$ cat src/rtl/irqc_pkg.sv
package irqc_pkg;

  typedef enum logic [2:0] {
    ST_IDLE,
    ST_BASE,
    ST_CASC,
    ST_MODE,
    ST_RUN
  } seq_st_e;

  typedef struct packed {
    logic       ready;
    logic       initStart;
    logic       loadBase;
    logic       loadCascade;
    logic       loadMask;
    logic       eoi;
    logic       eoiSpecific;
    logic       rotate;
    logic       setPri;
    logic [7:0] data;
  } irqc_ctl_t;

endpackage

$ cat src/rtl/irqc_seq.sv
module irqc_seq
  import irqc_pkg::*;
(
  input  logic       clk,
  input  logic       rstN,
  input  logic       cs,
  input  logic       wrEn,
  input  logic       addr,
  input  logic [7:0] wrData,
  output irqc_ctl_t  ctl
);

  seq_st_e state;
  logic    wantMode;
  logic    singleMode;

  logic wrLo, wrHi, startHit;
  assign wrLo     = cs && wrEn && !addr;
  assign wrHi     = cs && wrEn && addr;
  assign startHit = wrLo && wrData[4];

  always_comb begin
    ctl           = '0;
    ctl.data      = wrData;
    ctl.ready     = (state == ST_RUN);
    ctl.initStart = startHit;
    if (!startHit) begin
      unique case (state)
        ST_BASE: ctl.loadBase    = wrHi;
        ST_CASC: ctl.loadCascade = wrHi;
        ST_RUN: begin
          ctl.loadMask = wrHi;
          if (wrLo && !wrData[3]) begin
            unique case (wrData[7:5])
              3'b001: ctl.eoi = 1'b1;
              3'b011: begin ctl.eoi = 1'b1; ctl.eoiSpecific = 1'b1; end
              3'b101: begin ctl.eoi = 1'b1; ctl.rotate = 1'b1; end
              3'b111: begin ctl.eoi = 1'b1; ctl.eoiSpecific = 1'b1; ctl.rotate = 1'b1; end
              3'b110: ctl.setPri = 1'b1;
              default: ;
            endcase
          end
        end
        default: ;
      endcase
    end
  end

  always_ff @(posedge clk) begin
    if (!rstN) begin
      state      <= ST_IDLE;
      wantMode   <= 1'b0;
      singleMode <= 1'b0;
    end else if (startHit) begin
      state      <= ST_BASE;
      wantMode   <= wrData[0];
      singleMode <= wrData[1];
    end else if (wrHi) begin
      unique case (state)
        ST_BASE: state <= singleMode ? (wantMode ? ST_MODE : ST_RUN) : ST_CASC;
        ST_CASC: state <= wantMode ? ST_MODE : ST_RUN;
        ST_MODE: state <= ST_RUN;
        default: ;
      endcase
    end
  end

  AST_SINGLE_SKIPS_CASC: assert property (@(posedge clk) disable iff (!rstN)
    (state == ST_BASE && wrHi && !startHit && singleMode) |=> (state != ST_CASC));

  AST_CASC_NEEDS_WORD: assert property (@(posedge clk) disable iff (!rstN)
    (state == ST_BASE && wrHi && !startHit && !singleMode) |=> (state == ST_CASC));

endmodule

$ cat src/rtl/irqc_prio_pick.sv
module irqc_prio_pick #(
  parameter int N     = 8,
  parameter int IDX_W = $clog2(N)
) (
  input  logic [N-1:0]     vec,
  input  logic [IDX_W-1:0] lowest,
  output logic             found,
  output logic [IDX_W-1:0] idx,
  output logic [IDX_W-1:0] rank
);

  always_comb begin
    logic [IDX_W-1:0] pos;
    found = 1'b0;
    idx   = '0;
    rank  = '0;
    for (int r = N - 1; r >= 0; r--) begin
      pos = IDX_W'((int'(lowest) + 1 + r) % N);
      if (vec[pos]) begin
        found = 1'b1;
        idx   = pos;
        rank  = IDX_W'(r);
      end
    end
  end

endmodule

$ cat src/rtl/irqc_core.sv
module irqc_core
  import irqc_pkg::*;
#(
  parameter int N     = 8,
  parameter int IDX_W = $clog2(N)
) (
  input  logic             clk,
  input  logic             rstN,
  input  irqc_ctl_t        ctl,
  input  logic [N-1:0]     irqIn,
  input  logic             intAck,
  output logic             intOut,
  output logic [7:0]       vecOut,
  output logic [N-1:0]     isrOut,
  output logic [N-1:0]     maskOut,
  output logic [N-1:0]     slaveMap,
  output logic             interval4
);

  localparam logic [N-1:0]     ONE_BIT = N'(1);
  localparam logic [IDX_W-1:0] LAST_IN = IDX_W'(N - 1);

  logic [N-1:0]     maskReg, irrReg, isrReg, reqPrev, cascReg;
  logic [IDX_W-1:0] lowestReg;
  logic [7:0]       baseReg;
  logic             int4Reg;

  logic             reqFound, isrFound;
  logic [IDX_W-1:0] reqIdx, reqRank, isrIdx, isrRank;
  logic [N-1:0]     pending, edges, ackBit, eoiBit;
  logic [IDX_W-1:0] level;

  assign pending = irrReg & ~maskReg;
  assign edges   = irqIn & ~reqPrev;
  assign level   = ctl.data[IDX_W-1:0];

  irqc_prio_pick #(.N(N), .IDX_W(IDX_W)) uReqPick (
    .vec(pending), .lowest(lowestReg), .found(reqFound), .idx(reqIdx), .rank(reqRank)
  );

  irqc_prio_pick #(.N(N), .IDX_W(IDX_W)) uIsrPick (
    .vec(isrReg), .lowest(lowestReg), .found(isrFound), .idx(isrIdx), .rank(isrRank)
  );

  assign intOut = ctl.ready && reqFound && (!isrFound || (reqRank < isrRank));
  assign vecOut = {baseReg[7:IDX_W], reqIdx};

  always_comb begin
    ackBit = (intAck && intOut) ? (ONE_BIT << reqIdx) : '0;
    eoiBit = '0;
    if (ctl.eoi) begin
      if (ctl.eoiSpecific)  eoiBit = ONE_BIT << level;
      else if (isrFound)    eoiBit = ONE_BIT << isrIdx;
    end
  end

  always_ff @(posedge clk) begin
    if (!rstN) begin
      maskReg   <= '0;
      irrReg    <= '0;
      isrReg    <= '0;
      reqPrev   <= '0;
      cascReg   <= '0;
      lowestReg <= LAST_IN;
      baseReg   <= '0;
      int4Reg   <= 1'b0;
    end else begin
      reqPrev <= irqIn;
      if (ctl.initStart) begin
        maskReg   <= '0;
        irrReg    <= '0;
        isrReg    <= '0;
        cascReg   <= '0;
        lowestReg <= LAST_IN;
        int4Reg   <= ctl.data[2];
      end else begin
        irrReg <= (irrReg | edges) & ~ackBit;
        isrReg <= (isrReg | ackBit) & ~eoiBit;
        if (ctl.loadBase)    baseReg <= ctl.data;
        if (ctl.loadCascade) cascReg <= ctl.data[N-1:0];
        if (ctl.loadMask)    maskReg <= ctl.data[N-1:0];
        if (ctl.setPri) begin
          lowestReg <= level;
        end else if (ctl.eoi && ctl.rotate) begin
          if (ctl.eoiSpecific)  lowestReg <= level;
          else if (isrFound)    lowestReg <= isrIdx;
        end
      end
    end
  end

  assign isrOut    = isrReg;
  assign maskOut   = maskReg;
  assign slaveMap  = cascReg;
  assign interval4 = int4Reg;

  AST_START_CLEARS: assert property (@(posedge clk) disable iff (!rstN)
    ctl.initStart |=> (maskReg == '0 && isrReg == '0 && irrReg == '0));

  AST_OUT_NEEDS_UNMASKED: assert property (@(posedge clk) disable iff (!rstN)
    intOut |-> ((irrReg & ~maskReg) != '0));

  AST_OUT_NEEDS_RUN: assert property (@(posedge clk) disable iff (!rstN)
    !ctl.ready |-> !intOut);

  AST_ACK_ADDS_ONE: assert property (@(posedge clk) disable iff (!rstN)
    (intAck && intOut && !ctl.eoi && !ctl.initStart)
      |=> ($countones(isrReg) == $countones($past(isrReg)) + 1));

  AST_EOI_DROPS_ONE: assert property (@(posedge clk) disable iff (!rstN)
    (ctl.eoi && !ctl.eoiSpecific && isrReg != '0 && !intAck)
      |=> ($countones(isrReg) + 1 == $countones($past(isrReg))));

endmodule

$ cat src/rtl/irq_prio_ctrl.sv
module irq_prio_ctrl
  import irqc_pkg::*;
#(
  parameter int NUM_IN = 8
) (
  input  logic              clk,
  input  logic              rstN,
  input  logic              cs,
  input  logic              wrEn,
  input  logic              rdEn,
  input  logic              addr,
  input  logic [7:0]        wrData,
  output logic [7:0]        rdData,
  input  logic [NUM_IN-1:0] irqIn,
  input  logic              intAck,
  output logic              intOut,
  output logic [7:0]        vecOut,
  output logic [NUM_IN-1:0] slaveMap,
  output logic              interval4
);

  localparam int IDX_W = $clog2(NUM_IN);

  irqc_ctl_t         ctl;
  logic [NUM_IN-1:0] isrOut, maskOut;

  irqc_seq uSeq (
    .clk(clk), .rstN(rstN), .cs(cs), .wrEn(wrEn), .addr(addr),
    .wrData(wrData), .ctl(ctl)
  );

  irqc_core #(.N(NUM_IN), .IDX_W(IDX_W)) uCore (
    .clk(clk), .rstN(rstN), .ctl(ctl), .irqIn(irqIn), .intAck(intAck),
    .intOut(intOut), .vecOut(vecOut), .isrOut(isrOut), .maskOut(maskOut),
    .slaveMap(slaveMap), .interval4(interval4)
  );

  always_comb begin
    rdData = '0;
    if (cs && rdEn) rdData = addr ? 8'(maskOut) : 8'(isrOut);
  end

endmodule

$ cat config.mk
export PLATFORM = sky130hd
export DESIGN_NAME = irq_prio_ctrl
export DESIGN_NICKNAME = d
export VERILOG_FILES = /design/src/rtl/irqc_pkg.sv /design/src/rtl/irqc_seq.sv /design/src/rtl/irqc_prio_pick.sv /design/src/rtl/irqc_core.sv /design/src/rtl/irq_prio_ctrl.sv
export SDC_FILE = /design/constraint.sdc
export NUM_CORES = 1
export LEC_CHECK = 0
export ABC_AREA = 1
export BUFFER_PORTS_ARGS = -buffer_cell sky130_fd_sc_hd__buf_2
export CORE_MARGIN = 2
export CORE_UTILIZATION = 25
export DETAILED_ROUTE_END_ITERATION = 10
export GPL_TIMING_DRIVEN = 0
export SYNTH_ARGS = -nofsm -noshare
export SYNTH_HDL_FRONTEND = slang
export SYNTH_HIERARCHICAL = 1
export SYNTH_SLANG_ARGS = --single-unit
$ cat constraint.sdc
create_clock -name clk -period 5.9 [get_ports clk]
set_input_delay 0.59 -clock clk [delete_from_list [all_inputs] [get_ports clk]]
set_output_delay 0.59 -clock clk [all_outputs]
set_load 0.01 [all_outputs]
; ---- Word level (Yosys, flattened, before mapping)
; Index checks and enable logic that the tools add are counted.
[word_totals]
regBits = 57
latch_bits = 0
mem_bits_rw = 0
romBits = 0
inputBits = 23
out_inout_bits = 26
elab_cells = 184
n_memories = 0
[classes]
addsub = 8
mul = 0
div_mod_pow = 0
n_lt_le_gt_ge = 9
n_eq_ne = 9
shift = 3
n_mux = 104
bitwise = 12
reduce_logical = 27
[ops]
columns = cell, n
row1 = $mux W3, 38
row2 = $bmux W1 S3, 16
row3 = $mux W8, 6
row4 = $mux W1, 40
row5 = $and A8 B8 Y8, 4
row6 = $lt A3 B4 Y1 const B, 8
row7 = $not A8 Y8, 4
row8 = $shl A1 B3 Y8 const A, 3
row9 = $or A8 B8 Y8, 2
row10 = $add A3 B3 Y3 const B, 4
row11 = $eq A3 B3 Y1 const B, 4
row12 = $logic_and A1 B1 Y1, 10
row13 = $eq A3 B2 Y1 const B, 3
row14 = $pmux W3 S3, 1
row15 = $reduce_and A2 Y1, 4
row16 = $mux W7, 1
row17 = $add A3 B1 Y3 const B, 2
row18 = $add A3 B2 Y3 const B, 2
row19 = $eq A3 B1 Y1 const B, 2
row20 = $reduce_bool A3 Y1, 2
row21 = $reduce_or A2 Y1, 3
row22 = $mux W5, 1
row23 = $mux W4, 1
row24 = $reduce_bool A2 Y1, 2
row25 = other kinds (6), 9

; ---- Longest topological paths before layout
; Gate-level depths: netlist of the first run.
[depth]
word_depth = 19
depth_mapped = 26

; ---- Modules after synthesis
; Netlist of the first run, hierarchy kept.
[modules_own_cells]
columns = module, instances, cells_each, area_per_inst_um2, seq_area_each_um2
row1 = irqc_core, 1, 302, 2145.8, 980.9
row2 = irqc_prio_pick, 2, 195, 879.6, 0.0
row3 = irqc_seq, 1, 63, 410.4, 100.1
row4 = irq_prio_ctrl, 1, 44, 185.2, 0.0

; ---- Least setup slack after synthesis of the first run
; OpenSTA, ideal clock, no wires.
[synth_path]
kind = flip-flop to output port
start = register uCore.lowestReg[0]
end = output intOut
arrival_ns = 2.749
slack_ns = 2.561
path_stages_with_launch = 21
path_buffers = 3
cell_sequence = dfxtp_1 -> buf_6 -> inv_6 -> buf_8 -> ha_1 -> buf_2 -> nand2_1 -> nand2_2 -> nand2_1 -> nand2_1 -> nor2_1 -> nor2_2 -> inv_2 -> nor2_2 -> nand2_1 -> nor2_1 -> inv_1 -> ha_1 -> a21oi_1 -> nand2_1 -> a21oi_1
[synth_via]
elab_chain_len = 15
word_cells_on_any_way = 77
cone_classes = add/sub (8) / order compare (1) / mux (64) / reduce/logical (4)
[synth_rtl]
columns = element, line
row1 = from (decl), irqc_core.sv:24  ; logic [IDX_W-1:0] lowestReg;
row2 = from (signal assigned), irqc_core.sv:83  ; lowestReg <= level;
row3 = from (signal assigned), irqc_core.sv:85  ; if (ctl.eoiSpecific) lowestReg <= level;
row4 = from (signal assigned), irqc_core.sv:86  ; else if (isrFound) lowestReg <= isrIdx;
row5 = $add A3 B1 Y3 *, irqc_prio_pick.sv:18  ; pos = IDX_W'((int'(lowest) + 1 + r) % N);
row6 = $add A3 B1 Y3, irqc_prio_pick.sv:18
row7 = $bmux W1 S3, irqc_prio_pick.sv:19  ; if (vec[pos]) begin
row8 = $mux W1 (implied by the code), irqc_prio_pick.sv:19
row9 = $mux W3 (7 in a row), irqc_prio_pick.sv:19
row10 = $mux W3 *, irqc_prio_pick.sv:19
row11 = named net uCore.isrRank[2], irqc_core.sv:29  ; logic [IDX_W-1:0] reqIdx, reqRank, isrIdx, isrRank;
row12 = $lt A3 B3 Y1 *, irqc_core.sv:45  ; assign intOut = ctl.ready && reqFound && (!isrFound || (reqRank < isrRank));
row13 = $logic_or A1 B1 Y1 *, irqc_core.sv:45
row14 = $logic_and A1 B1 Y1 *, irqc_core.sv:45
row15 = to (decl), irq_prio_ctrl.sv:16  ; output logic intOut,
; Mark *: on every way through the listed nets, which the timed path passes. The rest lies on a longest branch. The select of a mux whose other input is x is not followed.

; ---- Worst setup path after layout of the first run
[layout_path]
start = register uCore.lowestReg[0]
end = output intOut
[layout_via]
elab_chain_len = 15
word_cells_on_any_way = 77
cone_classes = add/sub (8) / order compare (1) / mux (64) / reduce/logical (4)
[layout_rtl]
columns = element, line
row1 = $add A3 B1 Y3 *, irqc_prio_pick.sv:18
row2 = $add A3 B1 Y3, irqc_prio_pick.sv:18
row3 = $bmux W1 S3, irqc_prio_pick.sv:19
row4 = $mux W1 (implied by the code), irqc_prio_pick.sv:19
row5 = $mux W3 (7 in a row), irqc_prio_pick.sv:19
row6 = $mux W3 *, irqc_prio_pick.sv:19
row7 = named net uCore.reqRank[2], irqc_core.sv:29
row8 = $lt A3 B3 Y1 *, irqc_core.sv:45
row9 = $logic_or A1 B1 Y1 *, irqc_core.sv:45
row10 = $logic_and A1 B1 Y1 *, irqc_core.sv:45
; Marks and branches as above.

==> out/qor.yml, run 1 <==
max_cap_violations: 0
slowest_delay_ps: 500
ant_nets: 0
synth_edf_count: 0
cp_data_arrival_time_ps: 3750
skew_ps: 5.81
rsz0062_at_grt: "false"
routabilityCongestion: 0.899
hold_slack_ps: 442
syn_nets: 828
crit_type: "reg2out"
grt_max_degree: 18
synth_top_area_cell: "nand2_1"
cts_tree: "done"
die_h_um: 138
min_path_type: "reg2reg"
placed_area_um2: 5020
antenna_found_initial: 0
io_pins: 49
rows: 49
final_area_um2: 5190
synth_most_common_cell: "nand2_1"
htreeDepth: 2
dp_hpwl_um: 10200
drtIter0Drc: 323
synth-async-reset-ratio: 0
synth_area_per_cell_um2: 5.63
cts_resized: 0
die_area_um2: 19100
synth_seq_area_share: 0.240
hold_viol: 0
yosys_warnings: 6
dr.pass1.iters: 4
p_total_mw: 0.865
min_period_ps: 4340
finalSetupViolCount: 0
fin_crit_sh: 0.735
area_growth_pct: 15.2
root_buffer: "clkbuf_16"
holdCritStartpoint: "uSeq/singleMode"
wl_per_cell_um: 11.6
gr-usage-all-layers: 0.131
end_kind: "output port"
dominantRegCellSynth: "dfxtp_1"
cpLargestDelayFamily: "simple AND/OR/NAND/NOR gates"
layout.nets: 881
status: "complete, no violations"
wl_um: 12500
vias: 4778
ys_ff_latch: 54
clk_path_buf_depth: 2
worstPathRequired_ps: 5310
synthDistinctLibCells: 36
crit_chain: "buf_6, inv_6, buf_8, ha_1, inv_1, nand2_1, nand2_2, nand2_2, nand2_1, nand2_1, a21oi_1, inv_1, nor3_1, nor2_1, ha_1, a21oi_1, nand2_1, a21oi_1, buf_2"
vias_per_cell: 4.42
syn-cell-area_um2: 4500
yosys-top-cells-count: "nand2_1 (316), inv_1 (112), nor2_1 (55)"
powerDensity_nw_per_um2: 167
drive_gt1_frac: 0.177
crit_path_start: "uCore/lowestReg[0]"
slew_violations: 0
grt_pass1_wl_um: 20900
vdd_drop_max_uv: 168
synth_top_area_frac: 0.264
cp_max_fo: 10
r2r_start: "uCore/lowestReg[0]"
route.detailed.drc: 0
tns_ps: 0
cts_setup_buffers: 0
cts_hold_buf: 0
slowest_stage: "dfxtp_1"
p_leak_nw: 2.80
portBuffers: 46
cp_num_buf_inv: 6
slew_headroom: 0.562
overflow: 0
core_area_um2: 17800
tightest_slew_ps: 652
synthTopCellsByArea: "nand2_1 (26%), dfxtp_1 (24%), inv_1 (9.3%)"
clkLatencyLatePin_ps: 290
cts_num_sinks: 54
grt_pass1_vias: 4391
critPathMostFrequentCell: "nand2_1"
antennaDiodeCount: 0
start_kind: "flop"
cts.clk_slew.worst_paths_ps: 70
start_util: 0.252
die_w_um: 138
numCtsBuffers: 5
synthCells: 799
max_freq_mhz: 230
==> metal layers <==
layer / vias to the layer above / global-route usage / share of wire
li1: 2560 / - / -
met5: - / 0 / 0
met2: 70 / 0.219 / 0.45
met1: 2141 / 0.181 / 0.51
met3: 7 / 0.0149 / 0.030
met4: 0 / 0.0290 / 0.0098
==> path summary, 6_finish.rpt <==
check                                        to  slack (ps)  depth (start not counted)
worst min register to register  uSeq/singleMode         440                          2
worst max register to register  uCore/irrReg[4]        2090                         21
worst min-delay path            uSeq/singleMode         440                          2
worst max-delay path                     intOut        1560                         19
==> sequential cells by signal (all words and copies together), names as in the netlist <==
register / flops
uCore/slaveMap: 8
uCore/lowestReg: 3
uSeq/wantMode: 1
uCore/interval4: 1
uCore/isrOut: 8
uCore/maskOut: 8
uCore/irrReg: 8
uCore/baseReg: 5
uSeq/singleMode: 1
uSeq/state: 3
uCore/reqPrev: 8
==> where the power goes <==
part	internal [mW]	total, mW	switching (mW)	leakage (nW)
clock	0.201	0.337	0.136	0.0842
combinational	0.0540	0.152	0.0984	2.28
sequential	0.373	0.375	0.00248	0.440
total	0.628	0.865	0.237	2.80
==> kinds of logic (layout without fill, tap and decap cells) <==
family / Yosys count / after routing / synth area share
and+or+nand+nor: 492 / 492 / 0.472
AOI/OAI and AO/OA: 93 / 93 / 0.115
DFF: 54 / 54 / 0.240
adders and majority gates: 6 / 6 / 0.0167
buffers and inverters: 154 / 208 / 0.157
==> worst reg2reg max path, cell delays in order, from the launching register on <==
cell and delay [ps]:
dfxtp_1 500, buf_6 190, inv_6 50, buf_8 130, ha_1 300, inv_1 230
nand2_1 120, nand2_2 200, nand2_2 90, nand2_1 70, nand2_1 70, a21oi_1 160
inv_1 60, nor3_1 230, nor2_1 80, ha_1 310, a21oi_1 170, nand2_1 90
nand2_1 200, nand4_1 270, nand3_1 150, inv_1 40
==> layout make-up <==
| type | instances | area (um2) |
|---|---|---|
| fill | 2043 | 12700 |
| clock buffer | 5 | 125 |
| timing repair buffer | 46 | 230 |
| inverter | 128 | 490 |
| clock inverter | 3 | 43.8 |
| sequential | 54 | 1080 |
| buffer | 26 | 215 |
| tap | 229 | 287 |
| multi-input combinational | 591 | 2710 |
==> placed cells by master (no fill, tap or decap), types with 12 or more instances in the layout <==
master and instances:
a21oi_1 46, nand3_1 44, inv_2 13, nor3_1 12, buf_2 51, nor2_1 55, inv_1 112, dfxtp_1 54
nand2_1 316, o21ai_0 26, nand2_2 35
==> metrics by stage <==
step | cells | setup slack, ps | util
3_5_place_dp | 1074 | 1860 | 0.281
6_report | 1082 | 1560 | 0.291
5_1_grt | 1082 | 1240 | 0.291
4_1_cts | 1082 | 1530 | 0.291
2_1_floorplan | 799 | 2560 | -
3_3_place_gp | 1074 | 1890 | 0.281
Power figures use the tool's default switching activity.
==> run 2: changes to the inputs <==
==> constraint.sdc (replaced) <==
create_clock -name clk -period 4 [get_ports clk]
set_input_delay 0.4 -clock clk [delete_from_list [all_inputs] [get_ports clk]]
set_output_delay 0.4 -clock clk [all_outputs]
set_load 0.01 [all_outputs]
==> run 2 against run 1 <==
Combinational power is 51% higher. Count of clock-buffer cells in the layout is the same. Clock power up 48%. Non-clock buffer count increased by 4. Register-to-register slack worse by 1500 ps. Critical path type unchanged. Utilization rose by 0.74 points.
==> out/qor.yml, run 2 (synthesized netlist as in run 1, its figures left out) <==
status: "complete, no violations"
portBuffers: 46
gr-usage-all-layers: 0.131
p_clk_frac: 0.389
slowest_delay_ps: 390
place_ws_ps: 145
skew_ps: 5.45
p_seq_frac: 0.432
final_cell_mix: "nand2_1 (315), inv_1 (110), nor2_1 (54)"
cts_hold_buf: 0
slew_headroom: 0.565
tightest_slew_ps: 646
cts.clk_slew.worst_paths_ps: 70
root_buffer: "clkbuf_16"
start_kind: "flop"
max_freq_mhz: 270
p_sw_mw: 0.353
finalSetupViolCount: 0
slowest_stage: "dfxtp_4"
dp_hpwl_um: 10200
powerDensity_nw_per_um2: 241
vdd_drop_max_uv: 248
layout.nets: 885
cp_max_fo: 10
cts_num_sinks: 54
area_growth_pct: 18.2
clkLatencyLatePin_ps: 290
ff2ff_setup_slack_ps: 540
hold_viol: 0
io_pins: 49
overflow: 0
end_kind: "output port"
htreeDepth: 2
setup_ws_ps: 296
drtIter0Drc: 258
crit_type: "reg2out"
fin_crit_sh: 0.926
holdCritStartpoint: "irqIn[6]"
r2r_start: "uCore/lowestReg[0]"
numCtsBuffers: 5
swShare: 0.276
start_util: 0.252
grt_pass1_wl_um: 20900
r2r_end: "uCore/irrReg[4]"
worstPathRequired_ps: 3600
route.detailed.drc: 0
die_h_um: 138
reg2reg_depth: 22
min_path_type: "in2reg"
min_period_ps: 3700
final_area_um2: 5320
fillCellCount: 2032
die_w_um: 138
hold_depth: 3
die_area_um2: 19100
vias_per_cell: 4.42
dr.pass1.iters: 5
drive_gt1_frac: 0.193
layout_commonest_cell: "nand2_1"
p_int_mw: 0.928
p_comb_frac: 0.179
ant_nets: 0
hold_end: "uCore/reqPrev[6]"
wl_per_cell_um: 11.7
antenna_found_initial: 0
grt_max_degree: 18
p_leak_nw: 2.84
clk_path_buf_depth: 2
crit_chain: "buf_6, inv_6, buf_8, ha_4, buf_6, nand2_1, nand2_4, nand2_1, nand2_1, nor2_1, nor2_2, inv_2, nor2_2, nand2_1, nor2_1, ha_1, a21oi_2, nand2_1, a21oi_2, buf_2"
cp_data_arrival_time_ps: 3300
cts_tree: "done"
vias: 4805
placed_area_um2: 5020
max_cap_violations: 0
slew_violations: 0
critPathMostFrequentCell: "nand2_1"
core_area_um2: 17800
wl_um: 12700
routabilityCongestion: 0.899
rows: 49
antennaDiodeCount: 0
grt_pass1_vias: 4396
==> run 2: worst max path at each step <==
stage | start | to | slack (ps) | cells after the start
3_3_place_gp | uCore/lowestReg[0] | intOut | 180 | 19
2_1_floorplan | uCore/lowestReg[0] | intOut | 850 | 20
6_report | uCore/lowestReg[0] | intOut | 300 | 20
5_1_grt | uCore/lowestReg[0] | intOut | -10 | 23
3_5_place_dp | uCore/lowestReg[0] | intOut | 150 | 19
4_1_cts | uCore/lowestReg[0] | intOut | 30 | 21
==> run 2: power groups by stage <==
stage / registers (mW) / clock network [mW] / logic [mW]
6_report: 0.553 / 0.498 / 0.230
5_1_grt: 0.554 / 0.529 / 0.267
4_1_cts: 0.554 / 0.514 / 0.226
3_5_place_dp: 0.566 / 0 / 0.224
3_3_place_gp: 0.566 / 0 / 0.222
2_1_floorplan: 0.566 / 0 / 0.162
==> run 2: layer usage <==
layer / up-vias / global-route usage / wire length (um)
met5: - / 0 / 0
met4: 0 / 0.0290 / 123
met3: 7 / 0.0149 / 417
met2: 74 / 0.220 / 5780
met1: 2152 / 0.180 / 6350
li1: 2572 / - / -
==> run 2: timing repair <==
action,CTS,global route
resized for setup,5,19
endpoints found under the setup margin,1,12
buffers inserted,0,4
pin swaps,0,4
==> run 2: area by class of cell <==
class                      count  area [um2]  area share
buffer                        26         228      0.0428
clock inverter                 3        43.8     0.00824
sequential                    54        1080       0.204
inverter                     128         495      0.0932
clock buffer                   5         125      0.0235
tap                          229         287      0.0539
timing repair buffer          50         273      0.0513
multi-input combinational    591        2780       0.523
==> run 2: worst max-delay path: cells and delay by family, from the launching register on <==
family | cells | cell delay [ps]
DFF | 1 | 390
buffers and inverters | 6 | 700
AOI/OAI and AO/OA | 2 | 310
and+or+nand+nor | 10 | 1070
adders and majority gates | 2 | 540
==> run 2: stage by stage <==
step / power (mW) / cells / TNS [ps] / hold slack, ps / util
floorplan: 0.728 / 799 / 0 / 418 / -
global placement: 0.788 / 1074 / 0 / 435 / 0.281
detailed placement: 0.791 / 1074 / 0 / 436 / 0.281
CTS: 1.29 / 1082 / 0 / 298 / 0.291
global route: 1.35 / 1086 / -10.2 / 315 / 0.298
finish: 1.28 / 1086 / 0 / 303 / 0.298
